<file path="config.mk">
export PLATFORM = sky130hd
export DESIGN_NAME = itrace_sysreg_ctrl
export DESIGN_NICKNAME = d
export VERILOG_FILES = /design/src/rtl/itrace_pkg.sv /design/src/rtl/itrace_access_decode.sv /design/src/rtl/itrace_ctl_regs.sv /design/src/rtl/itrace_sysreg_ctrl.sv
export SDC_FILE = /design/constraint.sdc
export NUM_CORES = 1
export LEC_CHECK = 0
export ABC_AREA = 1
export CORE_ASPECT_RATIO = 1.1
export CORE_MARGIN = 2
export CORE_UTILIZATION = 22
export DETAILED_ROUTE_END_ITERATION = 10
export GPL_TIMING_DRIVEN = 0
export HOLD_SLACK_MARGIN = 0.1
export PLACE_DENSITY = 0.76
export SLEW_MARGIN = 20
export SYNTH_ARGS = -nofsm -noshare
export SYNTH_HDL_FRONTEND = slang
export SYNTH_SLANG_ARGS = --single-unit
</file>
<file path="constraint.sdc">
create_clock -name clk_i -period 2.19 [get_ports clk_i]
set_clock_uncertainty 0.1 [all_clocks]
set_input_delay 0.5475 -clock clk_i [delete_from_list [all_inputs] [get_ports clk_i]]
set_output_delay 0.5475 -clock clk_i [all_outputs]
set_load 0.01 [all_outputs]
</file>
<file path="src/rtl/itrace_pkg.sv">
package itrace_pkg;
  localparam int VW = 6;
  localparam logic [VW-1:0] V_NONE  = 6'b000000;
  localparam logic [VW-1:0] V_UNDEF = 6'b000001;
  localparam logic [VW-1:0] V_TRAP2 = 6'b000010;
  localparam logic [VW-1:0] V_TRAP3 = 6'b000100;
  localparam logic [VW-1:0] V_MEM   = 6'b001000;
  localparam logic [VW-1:0] V_HYP   = 6'b010000;
  localparam logic [VW-1:0] V_KRN   = 6'b100000;
  localparam logic [5:0]  EC_ITRACE = 6'h18;
  localparam logic [11:0] NV_SLOT   = 12'h888;
  typedef enum logic [1:0] {LVL0 = 2'd0, LVL1 = 2'd1, LVL2 = 2'd2, LVL3 = 2'd3} lvl_e;
endpackage

</file>
<file path="src/rtl/itrace_access_decode.sv">
module itrace_access_decode
  import itrace_pkg::*;
#(
  parameter bit SDD_EL3_PRIO = 1'b1,
  parameter bit HAS_FGT2     = 1'b1
) (
  input  logic          clk_i,
  input  logic          rst_ni,
  input  logic          req_valid_i,
  input  logic          hit_hyp_i,
  input  logic          hit_krn_i,
  input  logic          is_write_i,
  input  logic [1:0]    cur_el_i,
  input  logic          el2_en_i,
  input  logic          el3_present_i,
  input  logic          halted_i,
  input  logic          sdd_i,
  input  logic          ite_en_i,
  input  logic          fgt2_en_i,
  input  logic          fgt_rd_i,
  input  logic          fgt_wr_i,
  input  logic          nv_i,
  input  logic          nv1_i,
  input  logic          nv2_i,
  input  logic          e2h_i,
  output logic [VW-1:0] verdict_o
);
  logic          prio_undef, ite_block, fgt_bit, live;
  logic [VW-1:0] ite_res;

  assign live       = req_valid_i && (hit_hyp_i || hit_krn_i);
  assign prio_undef = halted_i && el3_present_i && sdd_i && SDD_EL3_PRIO && !ite_en_i;
  assign ite_block  = el3_present_i && !ite_en_i;
  assign ite_res    = (halted_i && sdd_i) ? V_UNDEF : V_TRAP3;
  assign fgt_bit    = is_write_i ? fgt_wr_i : fgt_rd_i;

  always_comb begin
    verdict_o = V_NONE;
    if (live) begin
      unique case (lvl_e'(cur_el_i))
        LVL0: verdict_o = V_UNDEF;
        LVL1: begin
          if (hit_hyp_i)                                    verdict_o = (el2_en_i && nv_i) ? V_TRAP2 : V_UNDEF;
          else if (prio_undef)                              verdict_o = V_UNDEF;
          else if (el2_en_i && HAS_FGT2 && el3_present_i && !fgt2_en_i) verdict_o = V_TRAP2;
          else if (el2_en_i && HAS_FGT2 && !fgt_bit)        verdict_o = V_TRAP2;
          else if (ite_block)                               verdict_o = ite_res;
          else if (el2_en_i && nv2_i && nv1_i && nv_i)      verdict_o = V_MEM;
          else                                              verdict_o = V_KRN;
        end
        LVL2: begin
          if (prio_undef)      verdict_o = V_UNDEF;
          else if (ite_block)  verdict_o = ite_res;
          else if (hit_hyp_i)  verdict_o = V_HYP;
          else                 verdict_o = e2h_i ? V_HYP : V_KRN;
        end
        default: verdict_o = hit_hyp_i ? V_HYP : V_KRN;
      endcase
    end
  end

  p_onehot_r1: assert property (@(posedge clk_i) disable iff (!rst_ni)
    $onehot0(verdict_o) && (live || verdict_o == V_NONE));
  p_el0_undef_r2: assert property (@(posedge clk_i) disable iff (!rst_ni)
    (live && cur_el_i == 2'd0) |-> verdict_o == V_UNDEF);
  p_el1_hyp_r3: assert property (@(posedge clk_i) disable iff (!rst_ni)
    (live && hit_hyp_i && cur_el_i == 2'd1) |-> (verdict_o == V_TRAP2 || verdict_o == V_UNDEF));
  p_sdd_first_r4: assert property (@(posedge clk_i) disable iff (!rst_ni)
    (live && prio_undef && (cur_el_i == 2'd2 || (cur_el_i == 2'd1 && hit_krn_i))) |-> verdict_o == V_UNDEF);
  p_el3_trap_level_r6: assert property (@(posedge clk_i) disable iff (!rst_ni)
    (verdict_o == V_TRAP3) |-> (el3_present_i && !ite_en_i));
endmodule

</file>
<file path="src/rtl/itrace_ctl_regs.sv">
module itrace_ctl_regs #(
  parameter int          DW        = 64,
  parameter logic [63:0] KRN_WMASK = 64'h3
) (
  input  logic          clk_i,
  input  logic          rst_ni,
  input  logic          wr_hyp_i,
  input  logic          wr_krn_i,
  input  logic [DW-1:0] wdata_i,
  output logic [1:0]    hyp_q_o,
  output logic [DW-1:0] krn_q_o
);
  always_ff @(posedge clk_i or negedge rst_ni) begin
    if (!rst_ni)       hyp_q_o <= '0;
    else if (wr_hyp_i) hyp_q_o <= wdata_i[1:0];
  end

  for (genvar b = 0; b < DW; b++) begin : g_krn
    if (KRN_WMASK[b]) begin : g_rw
      logic q;
      always_ff @(posedge clk_i or negedge rst_ni) begin
        if (!rst_ni)       q <= 1'b0;
        else if (wr_krn_i) q <= wdata_i[b];
      end
      assign krn_q_o[b] = q;
    end else begin : g_ro
      assign krn_q_o[b] = 1'b0;
    end
  end

  p_hyp_hold_r10: assert property (@(posedge clk_i) disable iff (!rst_ni)
    !wr_hyp_i |=> $stable(hyp_q_o));
  p_krn_hold_r10: assert property (@(posedge clk_i) disable iff (!rst_ni)
    !wr_krn_i |=> $stable(krn_q_o));
endmodule

</file>
<file path="src/rtl/itrace_sysreg_ctrl.sv">
module itrace_sysreg_ctrl
  import itrace_pkg::*;
#(
  parameter bit          SDD_EL3_PRIO = 1'b1,
  parameter bit          HAS_FGT2     = 1'b1,
  parameter logic [63:0] KRN_WMASK    = 64'h3
) (
  input  logic        clk_i,
  input  logic        rst_ni,
  input  logic        req_valid_i,
  input  logic [1:0]  op0_i,
  input  logic [2:0]  op1_i,
  input  logic [3:0]  crn_i,
  input  logic [3:0]  crm_i,
  input  logic [2:0]  op2_i,
  input  logic        is_write_i,
  input  logic [63:0] wdata_i,
  input  logic [1:0]  cur_el_i,
  input  logic        el2_en_i,
  input  logic        el3_present_i,
  input  logic        halted_i,
  input  logic        sdd_i,
  input  logic        ite_en_i,
  input  logic        fgt2_en_i,
  input  logic        fgt_rd_i,
  input  logic        fgt_wr_i,
  input  logic        nv_i,
  input  logic        nv1_i,
  input  logic        nv2_i,
  input  logic        e2h_i,
  input  logic        tge_i,
  output logic [5:0]  verdict_o,
  output logic [5:0]  ec_o,
  output logic [1:0]  trap_el_o,
  output logic [11:0] mem_offset_o,
  output logic [63:0] rdata_o,
  output logic        el2_trace_en_o,
  output logic        el0_trace_en_o
);
  logic        enc_common, hit_hyp, hit_krn;
  logic [1:0]  hyp_q;
  logic [63:0] krn_q;

  assign enc_common = (op0_i == 2'b11) && (crn_i == 4'b0001) && (crm_i == 4'b0010) && (op2_i == 3'b011);
  assign hit_hyp    = enc_common && (op1_i == 3'b100);
  assign hit_krn    = enc_common && (op1_i == 3'b000);

  itrace_access_decode #(.SDD_EL3_PRIO(SDD_EL3_PRIO), .HAS_FGT2(HAS_FGT2)) u_dec (
    .clk_i, .rst_ni, .req_valid_i,
    .hit_hyp_i(hit_hyp), .hit_krn_i(hit_krn),
    .is_write_i, .cur_el_i, .el2_en_i, .el3_present_i, .halted_i, .sdd_i,
    .ite_en_i, .fgt2_en_i, .fgt_rd_i, .fgt_wr_i, .nv_i, .nv1_i, .nv2_i, .e2h_i,
    .verdict_o
  );

  itrace_ctl_regs #(.DW(64), .KRN_WMASK(KRN_WMASK)) u_regs (
    .clk_i, .rst_ni,
    .wr_hyp_i(verdict_o == V_HYP && is_write_i),
    .wr_krn_i(verdict_o == V_KRN && is_write_i),
    .wdata_i,
    .hyp_q_o(hyp_q),
    .krn_q_o(krn_q)
  );

  always_comb begin
    ec_o         = '0;
    trap_el_o    = '0;
    mem_offset_o = '0;
    rdata_o      = '0;
    unique case (verdict_o)
      V_TRAP2: begin ec_o = EC_ITRACE; trap_el_o = 2'd2; end
      V_TRAP3: begin ec_o = EC_ITRACE; trap_el_o = 2'd3; end
      V_MEM:   mem_offset_o = NV_SLOT;
      V_HYP:   if (!is_write_i) rdata_o = {62'b0, hyp_q};
      V_KRN:   if (!is_write_i) rdata_o = krn_q;
      default: ;
    endcase
  end

  assign el2_trace_en_o = hyp_q[1];
  assign el0_trace_en_o = hyp_q[0] && tge_i;

  p_trap_syndrome_r9: assert property (@(posedge clk_i) disable iff (!rst_ni)
    (verdict_o == V_TRAP2 || verdict_o == V_TRAP3) |-> (ec_o == 6'h18 && trap_el_o >= 2'd2));
  p_redirect_slot_r7: assert property (@(posedge clk_i) disable iff (!rst_ni)
    (verdict_o == V_MEM) |-> (hit_krn && cur_el_i == 2'd1 && mem_offset_o == 12'h888));
  p_hyp_upper_zero_r10: assert property (@(posedge clk_i) disable iff (!rst_ni)
    (verdict_o == V_HYP) |-> rdata_o[63:2] == 62'b0);
endmodule

</file>
==> impl_metrics.tcl <==
set metrics [dict create \
    outcome "finished with violations" \
    violations "setup timing" \
    synth_area_um2 1330 \
    rrSetupSlack_ns 1.44 \
    htree_levels 1 \
    die_w_um 78.1 \
    layout.cells.non_filler 432 \
    setup_tns_ns -4.05 \
    grt_use_total 0.101 \
    hold_buffers 0 \
    worst-path-buf-inv 4 \
    path_delay_family "simple AND/OR/NAND/NOR gates" \
    numPortBuffers 53 \
    clk_pin_slew_ns 0.03 \
    initial_utilization 0.229 \
    crit_type "in -> out" \
    netlist_instances 209 \
    path_max_fanout 7 \
    post_drt_wl_per_cell_um 8.15 \
    routabilityCongestion 0.819 \
    crit-reg2reg-launch "u_regs.hyp_q_o[1]" \
    drt-total-wl_mm 3.52 \
    hold_path.class "reg -> reg" \
    drt_iter0_drc 20 \
    r2r_end "u_regs.hyp_q_o[1]" \
    slowest_stage "or2_4" \
    startpoint_type "input port" \
    drtPass1Iterations 4 \
    max_cap_violations 0 \
    rsz0062_at_grt "true" \
    drc 0 \
    rows 29 \
    hold_start "u_regs.g_krn[0].g_rw.q" \
    cts.sinks 4 \
    via_count 1441 \
    cts_buffers 3 \
    crit_chain "buf_6 > or2_4 > nor2_4 > nand3_4 > buf_6 > a21oi_2 > nand2_2 > clkinv_4 > nand2_2 > a21oi_2 > buf_2" \
    cts_tree "built" \
    min_path_cells 2 \
    setup_violations 15 \
    grt_pass1_vias 1346 \
    yosysWarnings 0 \
    clock_path_buffers 2 \
    die_h_um 85.5 \
    syn_to_final_growth_pct 90.2 \
    dp_hpwl_mm 2.93 \
    total_power_uw 527 \
    viasPerCell 3.34 \
    hold_end "u_regs.g_krn[0].g_rw.q" \
    grt_max_degree 8 \
    yosysUniqueCellTypes 26 \
    fin_area_um2 2530 \
    grt_pass1_wl_mm 5.67 \
    cp.arrival_ns 1.98 \
    ir_worst_vdd_uv 254 \
    fin_nets 456 \
    core_area_um2 5810 \
    pin_count 191 \
    dieArea_um2 6680 \
    worstPathRequired_ns 1.54 \
    cts_root_buf "clkbuf_8" \
    cp-end-kind "output pin" \
    power-per-cell-area_nw_per_um2 209 \
    fin_ws_ns -0.441 \
    critPathMaxStageDelay_ns 0.26 \
    drive_gt1_frac 0.563 \
    ys_ff_latch 4 \
    synth_area_per_cell_um2 6.36 \
    place_area_um2 2250 \
    period_minus_slack_ns 2.63 \
    finalHoldViolations 0 \
    ys_seq_area_frac 0.0753 \
    dp.cells 413 \
    rr_worst_depth 2 \
    power.leakage_uw 0.00149 \
    postRouteAntennaNets 0 \
    fmax_mhz 380 \
    antenna_found_initial 0 \
    grt-ovfl-total 0 \
    finalCritPeriodShare 1.20 \
    post-place-ws_ns -1.25 \
    antennaDiodeCount 0 \
    finalMaxSlewViolations 0 \
    clk_latency_ns 0.22 \
]
-- stage by stage --
stage,util,hold slack [ns]
6_report,0.435,0.399
5_1_grt,0.435,0.439
4_1_cts,0.428,0.395
3_5_place_dp,0.388,0.387
3_3_place_gp,0.388,0.374
2_1_floorplan,-,0.152
-- cell families (layout without fill, tap and decap cells) --
| family | after synthesis | count (layout) | share of synthesized area |
|---|---|---|---|
| simple gates | 80 | 80 | 0.326 |
| other cells | 1 | 75 | 0.00282 |
| flops | 4 | 4 | 0.0753 |
| buf+inv | 111 | 183 | 0.538 |
| compound gates | 13 | 13 | 0.0584 |
-- cells in the final DEF (no fill, tap or decap), drive strengths merged --
| cell type | netlist | layout |
|---|---|---|
| a21oi | 6 | 6 |
| clkinv | 2 | 2 |
| buf | 79 | 124 |
| clkbuf | 0 | 7 |
| dlygate4sd2 | 0 | 12 |
| nand3b | 2 | 2 |
| o22ai | 1 | 1 |
| nand2 | 38 | 38 |
| nand3 | 13 | 13 |
| nand4 | 2 | 2 |
| nor2 | 22 | 22 |
| dfrtp | 4 | 4 |
| conb | 1 | 75 |
| or2 | 2 | 2 |
| nor3 | 1 | 1 |
| o21ai | 6 | 6 |
| clkdlybuf4s15 | 0 | 2 |
| clkdlybuf4s50 | 0 | 6 |
| inv | 30 | 30 |
-- timing repair --
item	in CTS	in global routing
buffers inserted	14	2
pin swaps	42	20
setup endpoints to repair	16	15
resized for setup	191	28
hold endpoints to repair	0	0
-- sequential cells by signal (all words and copies together) (netlist names) --
name / count
u_regs.g_krn.g_rw.q: 2
u_regs.hyp_q_o: 2
-- worst register-to-register path: stages, from the launching register on --
cell     delay (ns)
dfrtp_1        0.40
nand2_1        0.07
o21ai_1        0.06
-- Yosys cell counts --
cell | instances | area [µm²]
nand3_2 | 5 | 50.1
o21ai_1 | 5 | 25.0
inv_2 | 4 | 15.0
nand3b_1 | 1 | 7.51
or2_0 | 1 | 6.26
o21ai_0 | 1 | 5.00
nand2_1 | 37 | 139
nor2_4 | 5 | 56.3
nand3_4 | 1 | 17.5
dfrtp_1 | 4 | 100
nand3_1 | 7 | 35.0
o22ai_1 | 1 | 6.26
nor2_2 | 2 | 12.5
nand4_1 | 2 | 12.5
nor3_1 | 1 | 5.00
nor2_1 | 15 | 56.3
clkinv_1 | 1 | 3.75
clkinv_2 | 1 | 5.00
buf_4 | 79 | 593
a21oi_2 | 3 | 26.3
inv_1 | 26 | 97.6
a21oi_1 | 3 | 15.0
nand3b_4 | 1 | 20.0
nand2_2 | 1 | 6.26
conb_1 | 1 | 3.75
or2_4 | 1 | 8.76
-- area by class of cell --
cell class / instances / area [µm²]
fillers: 625 / 3280
multi-input cells: 168 / 956
plain buffers: 79 / 604
repair buffers: 69 / 599
inverters: 32 / 130
flip-flops and latches: 4 / 100
well taps: 77 / 96.3
clock buffers: 3 / 41.3
-- worst max path at each step --
| stage | startpoint | end | cells after the start |
|---|---|---|---|
| 6_report | op1_i[1] | rdata_o[0] | 11 |
| 5_1_grt | crn_i[1] | rdata_o[0] | 12 |
| 4_1_cts | op1_i[0] | trap_el_o[1] | 11 |
| 3_5_place_dp | op0_i[1] | trap_el_o[1] | 13 |
| 3_3_place_gp | op0_i[1] | trap_el_o[1] | 13 |
| 2_1_floorplan | op1_i[1] | ec_o[4] | 9 |
-- power by group --
part	internal (µW)	switching [µW]	leakage [µW]
Clock	117	37.5	0.0000216
Combinational	154	145	0.00141
Sequential	74.5	0.00443	0.0000559
-- routing by layer --
layer	GRT usage	vias up	routed length (µm)
met2	0.194	81	1860
li1	-	769	-
met1	0.115	589	1260
met3	0.0189	2	380
met5	0	-	0
met4	0.0207	0	23
Power figures use the tool's default switching activity.
